$ cat src/rtl/mseq_pkg.sv
package mseq_pkg;

  localparam int unsigned BUSY_BIT = 15;
  localparam int unsigned RW_BIT   = 10;
  localparam int unsigned MERR_BIT = 0;
  localparam logic [15:0] FAIL_WORD  = 16'hFFFF;
  localparam logic [15:0] ABORT_WORD = 16'h8000;

  typedef enum logic [1:0] {
    SEL_CMD  = 2'd0,
    SEL_DATA = 2'd1,
    SEL_ISR  = 2'd2
  } mreg_sel_e;

  typedef enum logic [3:0] {
    S_IDLE, S_CLR_RD, S_CLR_WR, S_PRE_RD, S_PRE_WAIT, S_ABORT, S_ABORT_WAIT,
    S_LOAD, S_ISSUE, S_POST_WAIT, S_POST_RD, S_FETCH, S_CHK_RD, S_CHK_WR, S_DONE
  } seq_state_e;

  // start command: busy/abort bit low, direction bit, address fields
  function automatic logic [15:0] make_cmd(input logic wr, input logic [4:0] phy,
                                           input logic [4:0] rg);
    logic [15:0] w;
    w = '0;
    w[RW_BIT] = wr;
    w[9:5]    = phy;
    w[4:0]    = rg;
    return w;
  endfunction

  // final response word after the completion check
  function automatic logic [15:0] finish_word(input logic merr, input logic wr,
                                              input logic [15:0] data);
    if (merr) return FAIL_WORD;
    if (wr)   return 16'h0000;
    return data;
  endfunction

endpackage

$ cat src/rtl/mseq_us_timer.sv
module mseq_us_timer #(
  parameter int unsigned CLK_MHZ = 125,
  parameter int unsigned US_W    = 8
) (
  input  logic            clk,
  input  logic            rst_n,
  input  logic            start,
  input  logic [US_W-1:0] load_us,
  output logic            busy,
  output logic            fire
);
  localparam int unsigned PW = (CLK_MHZ > 1) ? $clog2(CLK_MHZ) : 1;
  localparam logic [PW-1:0] PMAX = PW'(CLK_MHZ - 1);

  logic [PW-1:0]   pre_q;
  logic [US_W-1:0] rem_q;
  logic            run_q;

  always_ff @(posedge clk or negedge rst_n) begin
    if (!rst_n) begin
      pre_q <= '0;
      rem_q <= '0;
      run_q <= 1'b0;
    end else if (start) begin
      pre_q <= '0;
      rem_q <= load_us;
      run_q <= 1'b1;
    end else if (run_q) begin
      if (pre_q == PMAX) begin
        pre_q <= '0;
        rem_q <= rem_q - 1'b1;
        if (rem_q == US_W'(1)) run_q <= 1'b0;
      end else begin
        pre_q <= pre_q + 1'b1;
      end
    end
  end

  assign busy = run_q;
  assign fire = run_q && (pre_q == PMAX) && (rem_q == US_W'(1));

endmodule

$ cat src/rtl/mseq_try_ctr.sv
module mseq_try_ctr #(
  parameter int unsigned LIMIT = 30
) (
  input  logic clk,
  input  logic rst_n,
  input  logic clr,
  input  logic inc,
  output logic last
);
  localparam int unsigned CW = $clog2(LIMIT + 1);

  logic [CW-1:0] cnt_q;

  always_ff @(posedge clk or negedge rst_n) begin
    if (!rst_n)   cnt_q <= '0;
    else if (clr) cnt_q <= '0;
    else if (inc) cnt_q <= cnt_q + 1'b1;
  end

  // high during the LIMIT-th attempt
  assign last = (cnt_q == CW'(LIMIT - 1));

endmodule

$ cat src/rtl/mdio_cmd_seq.sv
module mdio_cmd_seq
  import mseq_pkg::*;
#(
  parameter int unsigned CLK_MHZ    = 125,
  parameter int unsigned POLL_US    = 10,
  parameter int unsigned ABORT_US   = 100,
  parameter int unsigned PRE_TRIES  = 30,
  parameter int unsigned POST_TRIES = 300
) (
  input  logic        clk,
  input  logic        rst_n,
  input  logic        req_valid,
  output logic        req_ack,
  input  logic [4:0]  req_phy,
  input  logic [4:0]  req_reg,
  input  logic [15:0] req_wdata,
  input  logic        req_write,
  output logic        rsp_done,
  output logic [15:0] rsp_rdata,
  output logic        rsp_err,
  output logic        mb_rd,
  output logic        mb_wr,
  output logic [1:0]  mb_sel,
  output logic [15:0] mb_wdata,
  input  logic [15:0] mb_rdata
);
  localparam int unsigned MAX_US = (POLL_US > ABORT_US) ? POLL_US : ABORT_US;
  localparam int unsigned US_W   = $clog2(MAX_US + 1);

  seq_state_e  st_q, st_n;
  logic [4:0]  phy_q, reg_q;
  logic [15:0] wd_q, isr_q, data_q, res_q;
  logic        wr_q, err_q;

  logic            tmr_start, tmr_fire, tmr_busy;
  logic [US_W-1:0] tmr_load;
  logic            pre_clr, pre_inc, pre_last;
  logic            post_clr, post_inc, post_last;
  logic            timeout_evt;

  // named events for the checker
  logic abort_evt, issue_evt;
  assign abort_evt = (st_q == S_ABORT);
  assign issue_evt = (st_q == S_ISSUE);

  mseq_us_timer #(.CLK_MHZ(CLK_MHZ), .US_W(US_W)) u_tmr (
    .clk(clk), .rst_n(rst_n), .start(tmr_start), .load_us(tmr_load),
    .busy(tmr_busy), .fire(tmr_fire)
  );

  mseq_try_ctr #(.LIMIT(PRE_TRIES)) u_pre_ctr (
    .clk(clk), .rst_n(rst_n), .clr(pre_clr), .inc(pre_inc), .last(pre_last)
  );

  mseq_try_ctr #(.LIMIT(POST_TRIES)) u_post_ctr (
    .clk(clk), .rst_n(rst_n), .clr(post_clr), .inc(post_inc), .last(post_last)
  );

  always_comb begin
    st_n        = st_q;
    mb_rd       = 1'b0;
    mb_wr       = 1'b0;
    mb_sel      = SEL_CMD;
    mb_wdata    = '0;
    tmr_start   = 1'b0;
    tmr_load    = US_W'(POLL_US);
    pre_clr     = 1'b0;
    pre_inc     = 1'b0;
    post_clr    = 1'b0;
    post_inc    = 1'b0;
    timeout_evt = 1'b0;
    unique case (st_q)
      S_IDLE: if (req_valid) begin
        st_n    = S_CLR_RD;
        pre_clr = 1'b1;
      end
      S_CLR_RD: begin
        mb_rd  = 1'b1;
        mb_sel = SEL_ISR;
        st_n   = S_CLR_WR;
      end
      S_CLR_WR: begin
        mb_wr    = 1'b1;
        mb_sel   = SEL_ISR;
        mb_wdata = isr_q;
        st_n     = S_PRE_RD;
      end
      S_PRE_RD: begin
        mb_rd = 1'b1;
        if (!mb_rdata[BUSY_BIT]) begin
          st_n = wr_q ? S_LOAD : S_ISSUE;
        end else if (pre_last) begin
          st_n = S_ABORT;
        end else begin
          pre_inc   = 1'b1;
          tmr_start = 1'b1;
          st_n      = S_PRE_WAIT;
        end
      end
      S_PRE_WAIT: if (tmr_fire) st_n = S_PRE_RD;
      S_ABORT: begin
        mb_wr     = 1'b1;
        mb_wdata  = ABORT_WORD;
        tmr_start = 1'b1;
        tmr_load  = US_W'(ABORT_US);
        st_n      = S_ABORT_WAIT;
      end
      S_ABORT_WAIT: if (tmr_fire) st_n = wr_q ? S_LOAD : S_ISSUE;
      S_LOAD: begin
        mb_wr    = 1'b1;
        mb_sel   = SEL_DATA;
        mb_wdata = wd_q;
        st_n     = S_ISSUE;
      end
      S_ISSUE: begin
        mb_wr     = 1'b1;
        mb_wdata  = make_cmd(wr_q, phy_q, reg_q);
        tmr_start = 1'b1;
        post_clr  = 1'b1;
        st_n      = S_POST_WAIT;
      end
      S_POST_WAIT: if (tmr_fire) st_n = S_POST_RD;
      S_POST_RD: begin
        mb_rd = 1'b1;
        if (!mb_rdata[BUSY_BIT]) begin
          st_n = wr_q ? S_CHK_RD : S_FETCH;
        end else if (post_last) begin
          timeout_evt = 1'b1;
          st_n        = S_DONE;
        end else begin
          post_inc  = 1'b1;
          tmr_start = 1'b1;
          st_n      = S_POST_WAIT;
        end
      end
      S_FETCH: begin
        mb_rd  = 1'b1;
        mb_sel = SEL_DATA;
        st_n   = S_CHK_RD;
      end
      S_CHK_RD: begin
        mb_rd  = 1'b1;
        mb_sel = SEL_ISR;
        st_n   = S_CHK_WR;
      end
      S_CHK_WR: begin
        mb_wr    = 1'b1;
        mb_sel   = SEL_ISR;
        mb_wdata = isr_q;
        st_n     = S_DONE;
      end
      S_DONE:  st_n = S_IDLE;
      default: st_n = S_IDLE;
    endcase
  end

  always_ff @(posedge clk or negedge rst_n) begin
    if (!rst_n) begin
      st_q   <= S_IDLE;
      phy_q  <= '0;
      reg_q  <= '0;
      wd_q   <= '0;
      wr_q   <= 1'b0;
      isr_q  <= '0;
      data_q <= '0;
      res_q  <= '0;
      err_q  <= 1'b0;
    end else begin
      st_q <= st_n;
      if (st_q == S_IDLE && req_valid) begin
        phy_q  <= req_phy;
        reg_q  <= req_reg;
        wd_q   <= req_wdata;
        wr_q   <= req_write;
        data_q <= '0;
      end
      if (st_q == S_CLR_RD || st_q == S_CHK_RD) isr_q <= mb_rdata;
      if (st_q == S_FETCH) data_q <= mb_rdata;
      if (timeout_evt) begin
        res_q <= FAIL_WORD;
        err_q <= 1'b1;
      end
      if (st_q == S_CHK_WR) begin
        res_q <= finish_word(isr_q[MERR_BIT], wr_q, data_q);
        err_q <= isr_q[MERR_BIT];
      end
    end
  end

  assign req_ack   = (st_q == S_IDLE) && req_valid;
  assign rsp_done  = (st_q == S_DONE);
  assign rsp_rdata = res_q;
  assign rsp_err   = err_q;

endmodule

$ cat config.mk
export PLATFORM = sky130hd
export DESIGN_NAME = mdio_cmd_seq
export DESIGN_NICKNAME = d
export VERILOG_FILES = /design/src/rtl/mseq_pkg.sv /design/src/rtl/mseq_us_timer.sv /design/src/rtl/mseq_try_ctr.sv /design/src/rtl/mdio_cmd_seq.sv
export SDC_FILE = /design/constraint.sdc
export NUM_CORES = 1
export LEC_CHECK = 0
export ABC_AREA = 1
export BUFFER_PORTS_ARGS = -buffer_cell sky130_fd_sc_hd__buf_2
export CAP_MARGIN = 20
export CORE_MARGIN = 4
export CORE_UTILIZATION = 48
export CTS_CLUSTER_SIZE = 28
export DETAILED_ROUTE_END_ITERATION = 10
export GPL_TIMING_DRIVEN = 0
export PLACE_DENSITY = 0.77
export RECOVER_POWER = 50
export SYNTH_ARGS = -nofsm -noshare
export SYNTH_HDL_FRONTEND = slang
export SYNTH_SLANG_ARGS = --single-unit
$ cat constraint.sdc
create_clock -name clk -period 3.28 [get_ports clk]
set_clock_uncertainty 0.15 [all_clocks]
set_input_delay 0.328 -clock clk [delete_from_list [all_inputs] [get_ports clk]]
set_output_delay 0.328 -clock clk [all_outputs]
set_load 0.01 [all_outputs]
==> run summary, run 1 <==
fill cell count -> 1079
FP Rows -> 38
clk root buf -> clkbuf_16
CTS H-tree depth -> 3
maximum clock rate -> 0.391 GHz
commonest non-fill, non-tap cell in the layout -> nand2_1
hold path depth -> 3
synthesized cell area -> 5540 um2
Die Width -> 115 um
WS Path Type -> reg2out
vias -> 4836
final setup TNS -> 0 ns
footprint of the multi-input gates -> 2360 um2
Post-CTS Repair Setup Buffers -> 0
Worst R2R Path Depth -> 10
layout cells sized above 1 -> 17.5%
DRT iter0 DRCs -> 483
Gate power share -> 39.9%
Placeable Area -> 11100 um2
Max Cap Viol -> 0
Seq pwr share -> 40.6%
grt ovf -> 0
P_int -> 3.27 mW
CTS clk-pin slew, worst paths -> 0.07 ns
Worst Path Arrival -> 2.08 ns
power per standard cell area -> 867 nW/um2
Resized cells post-CTS -> 0
worst path required time -> 2.80 ns
via density per instance -> 5.14
Num CTS Buffers -> 9
outcome -> finished clean
WL per Instance -> 14.4 um
Leakage -> 3.44 nW
hold buffers post-CTS -> 1
post-DP HPWL -> 9.94 mm
Worst setup EP type -> output pin
Seq/Total Area, Yosys -> 49.3%
Final Routed Wirelength -> 13.5 mm
Post-Synthesis Cells -> 700
Mapped Avg Cell Area -> 7.91 um2
switch share -> 41.1%
pins over their slew limit -> 0
register area -> 2730 um2
DIE AREA -> 13300 um2
nets -> 850
worst skew pair latency -> 0.36 ns
ANT nets after route -> 0
final critical-path required period -> 2.55 ns
worst rel slew slack -> 12.3%
number of synthesized flops with an enable pin -> 0
area grow syn2layout -> 15.6%
YS warnings -> 0
clock power share -> 19.5%
# setup viols final -> 0
Total GRT Usage -> 21.3%
Post-synth top flop -> dfrtp_1
antenna violations before repair -> 0
Die Y -> 115 um
most frequent cells in the layout -> nand2_1, dfrtp_1, buf_2
VDD IR-drop max -> 0.000656 V
Final Hold Viols -> 0
number of global-route vias before repair -> 4645
Tcrit/Tclk final -> 77.9%
clk sinks -> 109
worst min path class -> in2reg
CTS tree -> yes
setup ws final -> 0.726 ns
Initial Util -> 50.0%
DRT Pass-1 Iters -> 6
port bufs -> 84
worst slack, placed -> 1.10 ns
DRC Markers -> 0
Final GP Congestion -> 0.915
n_diodes -> 0
NetSw -> 2.28 mW
Slew @ Worst Pin -> 1.32 ns
RSZ-0062 raised after global routing -> no
Yosys reg bits -> 109
syn_nets -> 753
# IOs -> 85
pin count of the biggest net entering global routing -> 58
Startpoint Class -> register
Yosys cell types -> 34
asr flop ratio synth -> 100%
first-pass GRT wire length -> 22.2 mm
CTS max path bufs -> 2
worst-path maximum fanout -> 10
## per-stage QoR
step | power (mW) | area [um2] | util [%] | hold slack (ns) | instances
after floorplan | 3.78 | 5540 | - | -0.118 | 700
after global routing | 6.00 | 6400 | 57.8 | 0.00706 | 941
final | 5.55 | 6400 | 57.8 | 0.00825 | 941
after detailed placement | 4.51 | 6160 | 55.6 | 0.272 | 925
after global placement | 4.45 | 6130 | 55.4 | 0.312 | 924
after CTS | 5.61 | 6460 | 58.3 | 0.00267 | 941
## layer usage
metal	wire [um]	part of all wire, %	vias to the layer above	track usage [%]
met3	935	6.9	22	5.69
met4	301	2.2	0	8.22
met5	0	0	-	0
li1	-	-	2422	-
met1	6350	47	2255	30.9
met2	5910	44	137	30.6
## synth_stat cells, types with 6 or more instances
master	count	share of area (%)
inv_2	7	0.47
nor2_2	7	0.79
nand2_2	11	1.2
a21oi_1	38	3.4
o21ai_1	7	0.63
inv_1	71	4.8
nand3_1	56	5.1
ha_1	7	1.6
o21ai_0	37	3.3
buf_2	16	1.4
nand4_1	12	1.4
dfrtp_1	109	49
xor2_1	11	1.7
nor3_1	6	0.54
nand2_1	221	15
a22oi_1	6	0.81
nor2_1	43	2.9
## final timing paths
path,start,end,slack [ns]
worst max-delay path,st_q[0],mb_wdata[0],0.73
max in group asynchronous,rst_n,rsp_rdata[7],0.82
worst min register to register,wd_q[9],wd_q[9],0.33
min in group asynchronous,rst_n,u_post_ctr.cnt_q[0],0.65
worst max register to register,u_pre_ctr.cnt_q[0],u_tmr.pre_q[5],1.37
worst min-delay path,req_wdata[5],wd_q[5],0.008
## power by group through the flow
stage               combinational [mW]  clock (mW)  sequential, mW
floorplan                         1.54           0            2.23
global placement                  2.21           0            2.25
detailed placement                2.25           0            2.26
CTS                               2.26        1.10            2.24
global route                      2.52        1.16            2.32
finish                            2.21        1.08            2.25
## cell families after synthesis
| kind of cell | count (synthesis) | synth area share, % |
|---|---|---|
| AND/OR/NAND/NOR | 367 | 29.1 |
| flip-flops | 109 | 49.3 |
| buffers and inverters | 104 | 7.91 |
| AO/OA/AOI/OAI | 101 | 10.3 |
| XOR/XNOR | 12 | 1.90 |
| adder cells (fa/ha/maj) | 7 | 1.58 |
## cell type report
class                           instances  share of cell area, %
Timing Repair Buffer                   86                   6.51
Sequential cell                       109                   42.6
Buffer                                 24                   2.07
Tap cell                              140                   2.74
Clock inverter                          5                  0.899
Clock buffer                           10                   3.58
Multi-Input combinational cell        487                   36.8
Inverter                               80                   4.77
## worst max-delay path, cell delays in order, from the launching register on
cell and delay, ns:
dfrtp_1 0.48, nor2_2 0.27, nand2_4 0.17, inv_1 0.17
buf_2 0.26, nand2_1 0.09, o211ai_1 0.11, buf_2 0.17
## state kept, by name, indices dropped and copies added, names as in the netlist
| signal | cells |
|---|---|
| wd_q | 16 |
| u_post_ctr.cnt_q | 9 |
| st_q | 4 |
| reg_q | 5 |
| isr_q | 16 |
| phy_q | 5 |
| u_tmr.pre_q | 7 |
| u_pre_ctr.cnt_q | 5 |
| u_tmr.rem_q | 7 |
| rsp_err | 1 |
| u_tmr.busy | 1 |
| rsp_rdata | 16 |
| wr_q | 1 |
| data_q | 16 |
(Power assumes the default switching activity.)
==> inputs of run 2 (changes only) <==
--- a/config.mk
+++ b/config.mk
@@ -13,7 +13,7 @@
 export CTS_CLUSTER_SIZE = 28
 export DETAILED_ROUTE_END_ITERATION = 10
 export GPL_TIMING_DRIVEN = 0
-export PLACE_DENSITY = 0.77
+export PLACE_DENSITY = 0.8
 export RECOVER_POWER = 50
 export SYNTH_ARGS = -nofsm -noshare
 export SYNTH_HDL_FRONTEND = slang
==> constraint.sdc (replaced) <==
create_clock -name clk -period 2.05 [get_ports clk]
set_clock_uncertainty 0.15 [all_clocks]
set_input_delay 0.205 -clock clk [delete_from_list [all_inputs] [get_ports clk]]
set_output_delay 0.205 -clock clk [all_outputs]
set_load 0.01 [all_outputs]
==> run 2 against run 1 <==
Against the previous run: the run now ends with negative setup slack left; register-to-register slack worse by 1.3 ns; global-route usage is 2.0 points higher; sequential share of layout area down 4.0 points; critical endpoint is now mb_wdata[7]; largest cell class unchanged.
==> run summary, run 2 (synthesis results as in run 1) <==
setup ws final -> -0.0766 ns
final setup TNS -> -0.158 ns
commonest non-fill, non-tap cell in the layout -> nand2_1
Leakage -> 3.71 nW
RSZ-0062 raised after global routing -> yes
post-DP HPWL -> 9.76 mm
CTS clk-pin slew, worst paths -> 0.07 ns
Total GRT Usage -> 23.3%
Die Width -> 115 um
worst rel slew slack -> 23.1%
worst-path maximum fanout -> 5
Placeable Area -> 11100 um2
Final Routed Wirelength -> 15.2 mm
worst min path class -> in2reg
outcome -> finished, violations left
WS Path Type -> reg2out
CTS max path bufs -> 2
clk sinks -> 109
failing checks -> negative setup slack
highest-delay cell along the critical path -> dfrtp_2
via density per instance -> 5.27
maximum clock rate -> 0.470 GHz
area grow syn2layout -> 27.9%
Final GP Congestion -> 0.949
Slew @ Worst Pin -> 1.15 ns
cell mode on critical path -> buf_2
vias -> 5243
nets -> 902
Crit path max-delay family -> flip-flops
max incr delay on CP -> 0.47 ns
worst skew pair latency -> 0.34 ns
# IOs -> 85
DRT Pass-1 Iters -> 6
ANT nets after route -> 0
final critical-path required period -> 2.13 ns
Final Hold Viols -> 0
worst path required time -> 1.69 ns
Worst setup EP type -> output pin
clk root buf -> clkbuf_16
most frequent cells in the layout -> nand2_1, dfrtp_1, buf_2
Initial Util -> 50.0%
CTS tree -> yes
Worst Path Arrival -> 1.77 ns
pins over their slew limit -> 0
number of global-route vias before repair -> 4968
Max Cap Viol -> 0
n_diodes -> 0
FP Rows -> 38
Num CTS Buffers -> 9
DRT iter0 DRCs -> 573
pin count of the biggest net entering global routing -> 65
DRC Markers -> 0
layout cells sized above 1 -> 20.7%
port bufs -> 84
first-pass GRT wire length -> 24.6 mm
antenna violations before repair -> 0
crit path buf inv count -> 3
CTS H-tree depth -> 3
WL per Instance -> 15.2 um
DIE AREA -> 13300 um2
VDD IR-drop max -> 0.000892 V
Tcrit/Tclk final -> 104%
Cell Chain, Critical Path -> inv_4 -> nand2_4 -> nor2_4 -> a21oi_4 -> buf_2 -> o211ai_1 -> buf_2
# setup viols final -> 7
grt ovf -> 0
power per standard cell area -> 1350 nW/um2
Startpoint Class -> register
Final Power -> 9.59 mW
Die Y -> 115 um
[run 2: cell types whose count changed in the layout (fill, tap and decap cells not counted), sizes merged]
cell         previous run  this run
buf                    86       103
clkbuf                 33        31
clkinv                  4         3
dlygate4sd3             1        38
inv                    80        82
[run 2: path summary, 6_finish.rpt]
| path | from | endpoint | slack (ns) | depth (start not counted) |
|---|---|---|---|---|
| worst max-delay path | st_q[1] | mb_wdata[7] | -0.08 | 7 |
| worst min-delay path | mb_rdata[4] | isr_q[4] | 0.04 | 3 |
| worst max register to register | st_q[0] | isr_q[13] | 0.10 | 6 |
| worst min register to register | wd_q[8] | wd_q[8] | 0.34 | 2 |
| max in group asynchronous | rst_n | rsp_rdata[12] | 0.25 | 3 |
| min in group asynchronous | rst_n | u_post_ctr.cnt_q[0] | 0.48 | 2 |
[run 2: report_power, final]
group	internal, mW	switching [mW]
combinational	1.57	2.53
sequential	3.03	0.624
clock	1.01	0.825
[run 2: worst reg2reg max path, cell delays in order, from the launching register on]
cell and delay [ns]:
dfrtp_2 0.49, nor2_4 0.20, inv_1 0.11, o22ai_2 0.22, buf_4 0.16, clkbuf_1 0.30
o21ai_0 0.19
[run 2: layout make-up]
class	count	area (um2)
inverter	80	314
tap	140	175
sequential	109	2730
timing repair buffer	141	938
clock buffer	10	239
multi-input combinational	487	2460
buffer	21	146
clock inverter	6	76.3
fill	897	4000
[run 2: timing repair]
action | CTS | global route
hold endpoints to repair | 91 | 0
buffers inserted | 14 | 3
hold buffers | 38 | 0
setup endpoints to repair | 21 | 25
gates cloned | 1 | 0
resized for setup | 33 | 11
pin swaps | 10 | 3
[run 2: per-layer routing]
| metal | vias to the layer above | share of wire (%) | GRT usage [%] |
|---|---|---|---|
| met1 | 2401 | 43 | 32.5 |
| met4 | 0 | 3.6 | 9.94 |
| met2 | 258 | 46 | 36.4 |
| met5 | - | 0 | 0 |
| met3 | 55 | 7.2 | 3.81 |
| li1 | 2529 | - | - |
[run 2: through the flow]
stage	hold WS [ns]	instances	cell area (um2)	utilization, %	worst slack (ns)
6_report	0.0439	994	7080	63.9	-0.0766
5_1_grt	0.0272	994	7080	63.9	-0.146
4_1_cts	0.0202	992	7070	63.8	-0.0107
3_5_place_dp	0.102	925	6160	55.6	0.00951
3_3_place_gp	0.249	924	6130	55.4	-0.625
2_1_floorplan	-0.241	700	5540	-	0.391
